===== config.mk =====
export PLATFORM = sky130hd
export DESIGN_NAME = gpio_port_ovr
export DESIGN_NICKNAME = d
export VERILOG_FILES = /design/src/rtl/gpio_port_pkg.sv /design/src/rtl/gpio_regs.sv /design/src/rtl/gpio_sync.sv /design/src/rtl/gpio_pin_mux.sv /design/src/rtl/gpio_port_ovr.sv
export SDC_FILE = /design/constraint.sdc
export NUM_CORES = 1
export LEC_CHECK = 0
export BUFFER_PORTS_ARGS = -buffer_cell sky130_fd_sc_hd__buf_2
export CAP_MARGIN = 5
export CORE_ASPECT_RATIO = 0.8
export CORE_UTILIZATION = 49
export CTS_CLUSTER_SIZE = 16
export DETAILED_ROUTE_END_ITERATION = 7
export PLACE_DENSITY_LB_ADDON = 0.12
export SYNTH_ARGS = -nofsm -noshare
export SYNTH_HDL_FRONTEND = slang
export SYNTH_SLANG_ARGS = --single-unit
export TNS_END_PERCENT = 5

===== constraint.sdc =====
create_clock -name clk -period 1.5 [get_ports clk]
set_clock_uncertainty 0.05 [all_clocks]
set_input_delay 0.225 -clock clk [delete_from_list [all_inputs] [get_ports clk]]
set_output_delay 0.225 -clock clk [all_outputs]
set_load 0.005 [all_outputs]

===== src/rtl/gpio_port_pkg.sv =====
// Package: shared register address and PWM mode encodings for the GPIO port.
// Assumes a 2-bit register address bus.
package gpio_port_pkg;
    typedef enum logic [1:0] {
        REG_PORT  = 2'd0,
        REG_LATCH = 2'd1,
        REG_DIR   = 2'd2,
        REG_NONE  = 2'd3
    } reg_sel_e;

    typedef enum logic [1:0] {
        PWM_SINGLE   = 2'd0,
        PWM_HALF     = 2'd1,
        PWM_FULL_FWD = 2'd2,
        PWM_FULL_REV = 2'd3
    } pwm_mode_e;
endpackage


===== src/rtl/gpio_regs.sv =====
// gpio_regs: holds the output latch and the direction register, and muxes the
// bus read data. Assumes single-cycle register access and a combinational read.
module gpio_regs
    import gpio_port_pkg::*;
#(
    parameter int WIDTH = 8
) (
    input  logic             clk,
    input  logic             rst_n,
    input  logic [1:0]       bus_addr,
    input  logic             bus_wr,
    input  logic             bus_rd,
    input  logic [WIDTH-1:0] bus_wdata,
    input  logic [WIDTH-1:0] port_rd_val,
    output logic [WIDTH-1:0] latch_q,
    output logic [WIDTH-1:0] dir_q,
    output logic [WIDTH-1:0] bus_rdata
);
    reg_sel_e sel;
    assign sel = reg_sel_e'(bus_addr);

    // Register writes: the port and latch addresses both load the latch.
    always_ff @(posedge clk) begin
        if (!rst_n) begin
            latch_q <= '0;
            dir_q   <= '1;
        end else if (bus_wr) begin
            case (sel)
                REG_PORT, REG_LATCH: latch_q <= bus_wdata;
                REG_DIR:             dir_q   <= bus_wdata;
                default:             ;
            endcase
        end
    end

    // Read mux: latch address gives the latch, port address the pin view.
    always_comb begin
        bus_rdata = '0;
        if (bus_rd) begin
            case (sel)
                REG_PORT:  bus_rdata = port_rd_val;
                REG_LATCH: bus_rdata = latch_q;
                REG_DIR:   bus_rdata = dir_q;
                default:   bus_rdata = '0;
            endcase
        end
    end
endmodule


===== src/rtl/gpio_sync.sv =====
// gpio_sync: a multi-stage flop synchroniser for the pin inputs. Assumes
// STAGES >= 2 and that each bit may be sampled on its own.
module gpio_sync #(
    parameter int WIDTH  = 8,
    parameter int STAGES = 2
) (
    input  logic             clk,
    input  logic             rst_n,
    input  logic [WIDTH-1:0] d,
    output logic [WIDTH-1:0] q
);
    logic [WIDTH-1:0] stg [STAGES];

    // First stage samples the asynchronous pin level.
    always_ff @(posedge clk) begin
        if (!rst_n) stg[0] <= '0;
        else        stg[0] <= d;
    end

    for (genvar s = 1; s < STAGES; s++) begin : g_stage
        // Later stages let metastability settle.
        always_ff @(posedge clk) begin
            if (!rst_n) stg[s] <= '0;
            else        stg[s] <= stg[s-1];
        end
    end

    assign q = stg[STAGES-1];
endmodule


===== src/rtl/gpio_pin_mux.sv =====
// gpio_pin_mux: per-pin output data and enable selection. Pins at or above
// OVR_LO can be taken over by a peripheral. Assumes OVR_LO < WIDTH. Priority:
// peripheral override, then host read drive, then direction/latch.
module gpio_pin_mux #(
    parameter int WIDTH  = 8,
    parameter int OVR_LO = 5,
    localparam int NOVR  = WIDTH - OVR_LO
) (
    input  logic [WIDTH-1:0] latch_q,
    input  logic [WIDTH-1:0] dir_q,
    input  logic [NOVR-1:0]  ovr_sel,
    input  logic [NOVR-1:0]  ovr_data,
    input  logic [NOVR-1:0]  ovr_oe,
    input  logic             host_drive,
    output logic [WIDTH-1:0] pad_out,
    output logic [WIDTH-1:0] pad_oe
);
    for (genvar i = 0; i < WIDTH; i++) begin : g_pin
        logic base_oe;
        assign base_oe = host_drive | ~dir_q[i];
        if (i >= OVR_LO) begin : g_ovr
            // Peripheral override replaces both data and enable.
            always_comb begin
                if (ovr_sel[i-OVR_LO]) begin
                    pad_out[i] = ovr_data[i-OVR_LO];
                    pad_oe[i]  = ovr_oe[i-OVR_LO];
                end else begin
                    pad_out[i] = latch_q[i];
                    pad_oe[i]  = base_oe;
                end
            end
        end else begin : g_plain
            // Plain pin: latch data, enable from direction or host drive.
            always_comb begin
                pad_out[i] = latch_q[i];
                pad_oe[i]  = base_oe;
            end
        end
    end
endmodule


===== src/rtl/gpio_port_ovr.sv =====
// gpio_port_ovr: 8-bit bidirectional I/O port with peripheral override on the
// upper pins and a parallel-slave mode. Assumes pin inputs are asynchronous and
// that the PWM mode and the mode flag are quasi-static.
module gpio_port_ovr
    import gpio_port_pkg::*;
#(
    parameter int WIDTH       = 8,
    parameter int OVR_LO      = 5,
    parameter int SYNC_STAGES = 2,
    localparam int NOVR       = WIDTH - OVR_LO
) (
    input  logic             clk,
    input  logic             rst_n,
    input  logic [1:0]       bus_addr,
    input  logic             bus_wr,
    input  logic             bus_rd,
    input  logic [WIDTH-1:0] bus_wdata,
    output logic [WIDTH-1:0] bus_rdata,
    input  logic [WIDTH-1:0] pin_st,
    input  logic [WIDTH-1:0] pin_ttl,
    output logic [WIDTH-1:0] pad_out,
    output logic [WIDTH-1:0] pad_oe,
    input  logic [NOVR-1:0]  ovr_sel,
    input  logic [NOVR-1:0]  ovr_data,
    input  logic [NOVR-1:0]  ovr_oe,
    input  logic [1:0]       pwm_mode,
    input  logic             psp_mode_req,
    input  logic             psp_wr_stb,
    input  logic             psp_rd_stb,
    output logic             psp_active
);
    logic [WIDTH-1:0] latch_q;
    logic [WIDTH-1:0] dir_q;
    logic [WIDTH-1:0] in_sel;
    logic [WIDTH-1:0] in_sync;
    logic [WIDTH-1:0] host_buf;
    logic [WIDTH-1:0] port_rd_val;

    // Any multi-output PWM mode forces parallel-slave mode off.
    assign psp_active = psp_mode_req && (pwm_mode_e'(pwm_mode) == PWM_SINGLE);

    // Input buffer choice: TTL path in parallel-slave mode, hysteresis path otherwise.
    assign in_sel = psp_active ? pin_ttl : pin_st;

    gpio_sync #(.WIDTH(WIDTH), .STAGES(SYNC_STAGES)) u_sync (
        .clk   (clk),
        .rst_n (rst_n),
        .d     (in_sel),
        .q     (in_sync)
    );

    // Host write strobe captures the synchronised input in parallel-slave mode.
    always_ff @(posedge clk) begin
        if (!rst_n)                       host_buf <= '0;
        else if (psp_active && psp_wr_stb) host_buf <= in_sync;
    end

    assign port_rd_val = psp_active ? host_buf : in_sync;

    gpio_regs #(.WIDTH(WIDTH)) u_regs (
        .clk         (clk),
        .rst_n       (rst_n),
        .bus_addr    (bus_addr),
        .bus_wr      (bus_wr),
        .bus_rd      (bus_rd),
        .bus_wdata   (bus_wdata),
        .port_rd_val (port_rd_val),
        .latch_q     (latch_q),
        .dir_q       (dir_q),
        .bus_rdata   (bus_rdata)
    );

    gpio_pin_mux #(.WIDTH(WIDTH), .OVR_LO(OVR_LO)) u_mux (
        .latch_q    (latch_q),
        .dir_q      (dir_q),
        .ovr_sel    (ovr_sel),
        .ovr_data   (ovr_data),
        .ovr_oe     (ovr_oe),
        .host_drive (psp_active & psp_rd_stb),
        .pad_out    (pad_out),
        .pad_oe     (pad_oe)
    );
endmodule


==> results of run 1 <==
final timing paths:
check | from | endpoint
setup / recovery | pwm_mode[0] | bus_rdata[1]
setup reg to reg | u_sync.stg[1][6] | host_buf[6]
hold reg to reg | u_sync.stg[0][2] | u_sync.stg[1][2]
hold / removal | bus_wdata[2] | u_regs.dir_q[2]
logic make-up after synthesis:
group,share of synthesized area [%]
AND/OR/NAND/NOR,27.0
flip-flops,42.8
buffers and inverters,8.90
AO/OA/AOI/OAI,9.10
multiplexers,12.2
state kept, by name (all words and copies together) (netlist names):
| name | flops |
|---|---|
| u_sync.stg | 16 |
| host_buf | 8 |
| u_regs.dir_q | 8 |
| u_regs.latch_q | 8 |
repair_timing:
item | 4_1_cts | 5_1_grt
pin swaps | 9 | 1
gates resized for setup | 9 | 2
hold buffers | 0 | 0
endpoints found under the setup margin | 8 | 8
buffers inserted | 1 | 0
cloned | 1 | 0
cells in the final DEF, fill, tap and decap left out, drive strengths merged:
cell	netlist	routed
buf	18	81
nand2	42	42
dfxtp	40	40
nand3	24	24
nor2b	19	19
mux2i	16	16
a22oi	8	8
and2	8	8
a31oi	8	8
a21boi	8	8
clkbuf	6	7
mux2	6	6
clkinv	1	2
nor2	1	1
or3b	1	1
nand4bb	1	1
and4bb	1	1
and3b	1	1
nand3b	1	1
bufinv	0	1
synthesized netlist by cell type, drive strengths merged:
cell / instances
nand2: 42
dfxtp: 40
nand3: 24
nor2b: 19
buf: 18
mux2i: 16
a21boi: 8
a22oi: 8
a31oi: 8
and2: 8
clkbuf: 6
mux2: 6
and3b: 1
and4bb: 1
clkinv: 1
nand3b: 1
nand4bb: 1
nor2: 1
or3b: 1
power by group through the flow:
stage / combinational, mW / sequential (mW) / clock [mW]
after floorplan: 0.188 / 1.15 / 0
after global placement: 0.300 / 1.16 / 0
after detailed placement: 0.303 / 1.16 / 0
after CTS: 0.315 / 1.13 / 0.962
after global routing: 0.349 / 1.14 / 1.01
final: 0.315 / 1.13 / 0.953
critical path, cell delays in order:
cell	delay, ns
sky130_fd_sc_hd__buf_6	0.09
sky130_fd_sc_hd__or3b_4	0.45
sky130_fd_sc_hd__buf_12	0.16
sky130_fd_sc_hd__nand3_1	0.08
sky130_fd_sc_hd__a31oi_1	0.09
sky130_fd_sc_hd__buf_2	0.14
final cells by class:
| cell class | count | area [µm²] |
|---|---|---|
| repair inverters | 1 | 8.76 |
| fillers | 314 | 1160 |
| clock inverters | 1 | 30.0 |
| clock buffers | 7 | 96.3 |
| repair buffers | 81 | 457 |
| inverters | 1 | 8.76 |
| well taps | 42 | 52.6 |
| multi-input cells | 145 | 931 |
| flip-flops and latches | 40 | 801 |
metal layers:
metal  vias up  GRT usage (%)  share of wire [%]  routed length, µm
met5         -              0                  0                  0
met4         0           6.86               0.91                 36
met3         4           5.12                4.4                173
met2        44           32.1                 44               1750
met1       755           28.6                 51               2020
li1        831              -                  -                  -
==> results.cfg, run 1 <==
[synthesis]
synth_top_cell_area_share_pct = 42.8
yosys.area.top_type = sky130_fd_sc_hd__dfxtp_1
mappedNetlistArea_um2 = 1870
syn_area_per_cell_um2 = 8.90
yosysWarningCount = 0
synth.ff_latch_count = 40
synthDistinctLibCells = 25
post_synth_main_area_contributors = sky130_fd_sc_hd__dfxtp_1 43%, sky130_fd_sc_hd__mux2i_1 8.6%, sky130_fd_sc_hd__nand2_1 8.4%, sky130_fd_sc_hd__nor2b_1 6.4%, sky130_fd_sc_hd__nand3_1 6.2%
share_of_synthesized_area_occupied_by_flip_flops_and_latches_pct = 42.8
post_synth_net_total = 254
syn-instance-count = 210

[clock_network]
clock_sink_count = 40
cts.htree.levels = 2
bufs_on_longest_clock_path = 2
cts_tree = yes
cts_root_buffer = sky130_fd_sc_hd__clkbuf_8
clk-insertion-delay-late_ns = 0.29
clkSlewWorstSetupHoldPaths_ns = 0.08
cts_made_buffers = 5

[power_and_ir_drop]
leakagePower_nw = 1.12
seq_power_share_pct = 47.2
power_density_nw_per_um2 = 1010
pwr-share-comb_pct = 13.1
fin_total_pwr_mw = 2.40
vdd_drop_max_mv = 0.567
switchingPower_mw = 0.536
power.share.clock_pct = 39.7
swShare_pct = 22.3
internal_power_mw = 1.86

[routing]
via_count_of_the_routed_design = 1634
final_antenna_net_count = 0
detail_route.wl_per_cell_um = 12.5
route.detailed.drc = 4
routed_via_density = 5.14
drt-initial-drc-count = 99
drt_wl_total_um = 3970
drt_first_pass_iters = 6

[timing]
hold_viol = 0
timing_worst_slew_pin_value_ns = 0.331
count_of_final_setup_violators = 5
clock.fmax_mhz = 660
final.period_utilization_pct = 101
setup_tns_ns = -0.0385
layout_setup_ws_ns = -0.0142
fin_crit_ns = 1.51
slew-limit-headroom_pct = 77.8
worst_hold_slack_ns = 0.0936
final_max_slew_viol_count = 0
setup_repair_after_global_routing_missed_its_margin = yes

[final_layout]
insertedDiodeCount = 0
finish.utilization_pct = 67.3
final_nets = 319
area_growth_from_synthesis_to_layout_pct = 27.6
layoutNonFillerInstCount = 318
layout-drive-gt1-share_pct = 38.0
postLayoutCellArea_um2 = 2380

[placement]
place.gp.congestion = 0.754
buffer_ports.inserted = 68
dpl_cell_area_um2 = 2190
dp_worst_setup_slack_ns = -0.0994
numPlacedInstances = 308
place_hpwl_um = 2920

[grt]
grt_first_pass_wirelength_um = 6540
globalRoute.totalOverflow = 0
grt_antenna_before_repair = 0
grt_start_max_net_pins = 17
grt_usage_pct = 20.7
grt_pass1_vias = 1490

[die]
floorplan.io_pins = 69
floorplan.core_area_um2 = 3540
num_rows = 19
die_y_um = 57.2
die_width_um = 71.1
floorplan.initialDensity_pct = 52.8
die-area_um2 = 4070

[status]
violations = DRC, setup timing
run_status = finished with violations

[setup_path]
r2r_slack_ns = 0.81
setup.worst_path.start_class = input port
crit_path_dat_ns = 1.24
setup.worst_path.end_class = output port
rr_worst_depth = 2
crit_type = in2out
critical_path_peak_fanout = 9
worstPathRequired_ns = 1.22

[job]
timing.max_cap.violations = 0

[hold_path]
min-delay-path-class = in2reg
worstHoldPathCells = 3
Power figures use the tool's default switching activity.
==> run 2, diff against run 1 <==
--- a/config.mk
+++ b/config.mk
@@ -12,6 +12,7 @@
 export CTS_CLUSTER_SIZE = 16
 export DETAILED_ROUTE_END_ITERATION = 7
 export PLACE_DENSITY_LB_ADDON = 0.12
+export REMOVE_ABC_BUFFERS = 1
 export SYNTH_ARGS = -nofsm -noshare
 export SYNTH_HDL_FRONTEND = slang
 export SYNTH_SLANG_ARGS = --single-unit
==> results.cfg, run 2 (synthesis gave the netlist of run 1 again) <==
[timing]
layout_setup_ws_ns = -0.0523
final_max_slew_viol_count = 0
setup_repair_after_global_routing_missed_its_margin = yes
worst_hold_slack_ns = 0.115
fin_crit_ns = 1.55
slew-limit-headroom_pct = 75.5
count_of_final_setup_violators = 7
final.period_utilization_pct = 103
timing_worst_slew_pin_value_ns = 0.366
hold_viol = 0
clock.fmax_mhz = 644

[final_layout]
postLayoutCellArea_um2 = 2340
commonest_non_fill_non_tap_cell_in_the_layout = sky130_fd_sc_hd__buf_2
mostFrequentLayoutCells = 68 x sky130_fd_sc_hd__buf_2, 42 x sky130_fd_sc_hd__nand2_1, 40 x sky130_fd_sc_hd__dfxtp_1
layoutNonFillerInstCount = 320
max_ffs_per_register = 16
area_growth_from_synthesis_to_layout_pct = 25.1
layout-drive-gt1-share_pct = 37.1
final_nets = 321
insertedDiodeCount = 0
largest_register = u_sync.stg
finish.utilization_pct = 66.0

[die]
num_rows = 19
floorplan.core_area_um2 = 3540
die-area_um2 = 4070
floorplan.initialDensity_pct = 52.8
floorplan.io_pins = 69
die_width_um = 71.1
die_y_um = 57.2

[setup_path]
worstPathRequired_ns = 1.22
setup.worst_path.start_class = input port
setup.worst_path.start = pwm_mode[1]
setup.worst_path.end_class = output port
crit_path_dat_ns = 1.28
critical_path.reg2reg.startpoint = u_regs.latch_q[2]
crit_type = in2out
critical_path_peak_fanout = 10

[clock_network]
post_cts_hold_buffer_count = 0
clock_sink_count = 40
cts_made_buffers = 5
cts_tree = yes
clkSlewWorstSetupHoldPaths_ns = 0.07
cts_root_buffer = sky130_fd_sc_hd__clkbuf_8
clk-insertion-delay-late_ns = 0.28
cts.htree.levels = 2
bufs_on_longest_clock_path = 2

[power_and_ir_drop]
power_density_nw_per_um2 = 920
leakagePower_nw = 1.11
vdd_drop_max_mv = 0.607

[routing]
drt_wl_total_um = 4070
drt_first_pass_iters = 7
final_antenna_net_count = 0
route.detailed.drc = 5
routed_via_density = 5.17
drt-initial-drc-count = 101
via_count_of_the_routed_design = 1653
detail_route.wl_per_cell_um = 12.7

[status]
run_status = finished with violations
violations = DRC, setup timing

[placement]
place.gp.congestion = 0.813
buffer_ports.inserted = 68
numPlacedInstances = 309
place_hpwl_um = 2950
dpl_cell_area_um2 = 2200

[job]
timing.max_cap.violations = 0

[hold_path]
min-delay-path-class = in2reg
min-delay-start = bus_wdata[5]

[grt]
grt_start_max_net_pins = 41
globalRoute.totalOverflow = 0
grt_antenna_before_repair = 0
grt_usage_pct = 21.6
grt_pass1_vias = 1622
grt_first_pass_wirelength_um = 6910
## run 2: worst paths after layout
kind | endpoint | slack [ns] | cells past startpoint
setup reg to reg | u_regs.latch_q[2] | 0.81 | 2
hold / removal | u_regs.dir_q[5] | 0.12 | 3
hold reg to reg | u_sync.stg[1][1] | 0.38 | 1
setup / recovery | bus_rdata[4] | -0.05 | 6
## run 2: layout make-up
type | count | area, µm²
fillers | 305 | 1200
multi-input cells | 145 | 922
flip-flops and latches | 40 | 801
repair buffers | 84 | 464
clock buffers | 8 | 90.1
well taps | 42 | 52.6
inverters | 1 | 8.76
## run 2: critical path, stage by stage
cell and delay, ns:
sky130_fd_sc_hd__buf_2 0.11, sky130_fd_sc_hd__or3b_4 0.42, sky130_fd_sc_hd__clkinv_4 0.11, sky130_fd_sc_hd__nand3_1 0.10, sky130_fd_sc_hd__a31oi_1 0.17, sky130_fd_sc_hd__buf_2 0.15
## run 2: metrics by stage
step	TNS [ns]	total power, mW	setup WS [ns]
CTS	-0.0991	2.17	-0.0276
detailed placement	-1.15	1.46	-0.176
finish	-0.161	2.15	-0.0523
floorplan	-0.508	1.29	-0.0654
global route	-0.613	2.27	-0.101
global placement	-0.820	1.46	-0.125
## run 2: where the power goes
| group | leakage [nW] | internal [mW] | total [mW] | switching, mW |
|---|---|---|---|---|
| Sequential | 0.328 | 1.11 | 1.14 | 0.0272 |
| Combinational | 0.735 | 0.170 | 0.314 | 0.145 |
| Clock | 0.0455 | 0.375 | 0.701 | 0.326 |
| Total | 1.11 | 1.65 | 2.15 | 0.498 |
## run 2: what timing repair did
| action | 4_1_cts | 5_1_grt |
|---|---|---|
| buffers inserted | 2 | 0 |
| setup endpoints to repair | 8 | 9 |
| resized for setup | 6 | 3 |
| pin swaps | 2 | 3 |
| gates cloned | 1 | 0 |
## run 2: layer usage
layer / wire (µm) / global-route usage (%) / vias to the layer above
met5: 0 / 0 / -
met4: 21 / 7.71 / 0
met3: 221 / 4.95 / 5
met2: 1890 / 36.1 / 50
met1: 1930 / 27.8 / 758
li1: - / - / 840
==> run 3, diff against run 2 <==
--- a/config.mk
+++ b/config.mk
@@ -5,6 +5,7 @@
 export SDC_FILE = /design/constraint.sdc
 export NUM_CORES = 1
 export LEC_CHECK = 0
+export ABC_AREA = 1
 export BUFFER_PORTS_ARGS = -buffer_cell sky130_fd_sc_hd__buf_2
 export CAP_MARGIN = 5
 export CORE_ASPECT_RATIO = 0.8
@@ -12,7 +13,6 @@
 export CTS_CLUSTER_SIZE = 16
 export DETAILED_ROUTE_END_ITERATION = 7
 export PLACE_DENSITY_LB_ADDON = 0.12
-export REMOVE_ABC_BUFFERS = 1
 export SYNTH_ARGS = -nofsm -noshare
 export SYNTH_HDL_FRONTEND = slang
 export SYNTH_SLANG_ARGS = --single-unit
==> results.cfg, run 3 <==
[routing]
detail_route.wl_per_cell_um = 10.0
final_antenna_net_count = 0
via_count_of_the_routed_design = 1900
route.detailed.drc = 0
drt-initial-drc-count = 93
drt_first_pass_iters = 4
drt_wl_total_um = 4110
routed_via_density = 4.62

[final_layout]
area_growth_from_synthesis_to_layout_pct = 23.1
commonest_non_fill_non_tap_cell_in_the_layout = sky130_fd_sc_hd__nand2_1
largest_register = u_sync.stg
finish.utilization_pct = 63.0
max_ffs_per_register = 16
insertedDiodeCount = 0
layoutNonFillerInstCount = 411
layout-drive-gt1-share_pct = 25.0
fillCellCount = 374
mostFrequentLayoutCells = 78 x sky130_fd_sc_hd__nand2_1, 68 x sky130_fd_sc_hd__buf_2, 47 x sky130_fd_sc_hd__nor2_1
postLayoutCellArea_um2 = 2400
final_nets = 399

[timing]
final.period_utilization_pct = 92.6
layout_setup_ws_ns = 0.111
fin_crit_ns = 1.39
clock.fmax_mhz = 720
slew-limit-headroom_pct = 75.3
hold_viol = 0
timing_worst_slew_pin_value_ns = 0.369
setup_repair_after_global_routing_missed_its_margin = no
worst_hold_slack_ns = 0.0947
setup_tns_ns = 0
final_max_slew_viol_count = 0
count_of_final_setup_violators = 0

[synthesis]
share_of_synthesized_area_occupied_by_flip_flops_and_latches_pct = 41.1
syn-instance-count = 295
dominantRegCellSynth = sky130_fd_sc_hd__dfxtp_1
most_frequently_used_cell_type_in_the_post_synthesis_netlist = sky130_fd_sc_hd__nand2_1
synth_top_cell_area_share_pct = 41.1
synth-edff-count = 0
syn_area_per_cell_um2 = 6.60
yosys.area.top_type = sky130_fd_sc_hd__dfxtp_1
yosysWarningCount = 0
postSynth.asyncResetShare_pct = 0
synth.ff_latch_count = 40
post_synth_main_area_contributors = sky130_fd_sc_hd__dfxtp_1 41%, sky130_fd_sc_hd__nand2_1 15%, sky130_fd_sc_hd__nor2_1 9.1%, sky130_fd_sc_hd__inv_1 8.7%, sky130_fd_sc_hd__nand3_1 5.4%
mappedNetlistArea_um2 = 1950
synth_common_cells = 78 x sky130_fd_sc_hd__nand2_1, 47 x sky130_fd_sc_hd__nor2_1, 45 x sky130_fd_sc_hd__inv_1
post_synth_net_total = 339
synthDistinctLibCells = 18

[die]
num_rows = 20
floorplan.core_area_um2 = 3800
die_width_um = 72.5
floorplan.initialDensity_pct = 51.2
floorplan.io_pins = 69
die-area_um2 = 4230
die_y_um = 58.4

[clock_network]
cts_root_buffer = sky130_fd_sc_hd__clkbuf_8
cts_resized = 0
clock_sink_count = 40
post_cts_hold_buffer_count = 0
cts_made_buffers = 5
cts_setup_buffers = 0
clk-insertion-delay-late_ns = 0.28
clkSlewWorstSetupHoldPaths_ns = 0.08
bufs_on_longest_clock_path = 2
cts.htree.levels = 2
cts_tree = yes

[setup_path]
worstPathRequired_ns = 1.22
setup.worst_path.start_class = register
crit_type = reg2out
setup.worst_path.end_class = output port
critical_path_peak_fanout = 3
crit_path_dat_ns = 1.11

[placement]
place_hpwl_um = 2990
dp_worst_setup_slack_ns = 0.108
numPlacedInstances = 403
buffer_ports.inserted = 68
dpl_cell_area_um2 = 2270
place.gp.congestion = 0.781

[grt]
globalRoute.totalOverflow = 0
grt_antenna_before_repair = 0
grt_first_pass_wirelength_um = 6880
grt_usage_pct = 21.2
grt_pass1_vias = 1618
grt_start_max_net_pins = 27

[power_and_ir_drop]
vdd_drop_max_mv = 0.528
leakagePower_nw = 1.40
fin_total_pwr_mw = 2.44
power_density_nw_per_um2 = 1020

[hold_path]
min-delay-path-class = in2reg

[status]
run_status = finished, final reports clean

[job]
timing.max_cap.violations = 0
[run 3: worst paths after layout]
| check | startpoint | endpoint | slack [ns] | cells after the start |
|---|---|---|---|---|
| worst max-delay path | u_regs.dir_q[2] | bus_rdata[2] | 0.11 | 5 |
| worst min-delay path | bus_wdata[1] | u_regs.dir_q[1] | 0.09 | 3 |
| worst max register to register | u_regs.dir_q[6] | u_regs.dir_q[6] | 0.82 | 2 |
| worst min register to register | u_sync.stg[0][7] | u_sync.stg[1][7] | 0.36 | 2 |
[run 3: routing by layer]
metal	track usage [%]	share of wire [%]	vias to the layer above
met4	7.84	1.0	0
met3	5.82	7.4	4
li1	-	-	1005
met2	33.0	42	70
met5	0	0	-
met1	28.3	49	821
[run 3: kinds of logic after synthesis]
logic type      Yosys count  synth area share [%]
simple gates            152                  32.7
buf+inv                  67                  16.1
flops                    40                  41.1
compound gates           36                  10.0
[run 3: worst max-delay path: stages, from the launching register on]
cell,delay [ns]
sky130_fd_sc_hd__dfxtp_1,0.36
sky130_fd_sc_hd__nand2_1,0.06
sky130_fd_sc_hd__nand2_1,0.07
sky130_fd_sc_hd__inv_1,0.04
sky130_fd_sc_hd__a21oi_1,0.16
sky130_fd_sc_hd__buf_2,0.14
[run 3: cell type report]
class                   count  area (µm²)  area share [%]
inverters                  47         178            7.42
multi-input cells         188         832            34.7
clock buffers               7        96.3            4.02
clock inverters             1        30.0            1.25
well taps                  55        68.8            2.87
repair buffers             73         390            16.3
flip-flops and latches     40         801            33.4
[run 3: power by group]
| part | switching [mW] | internal, mW |
|---|---|---|
| clock network | 0.363 | 0.587 |
| registers | 0.0263 | 1.12 |
| logic | 0.191 | 0.153 |
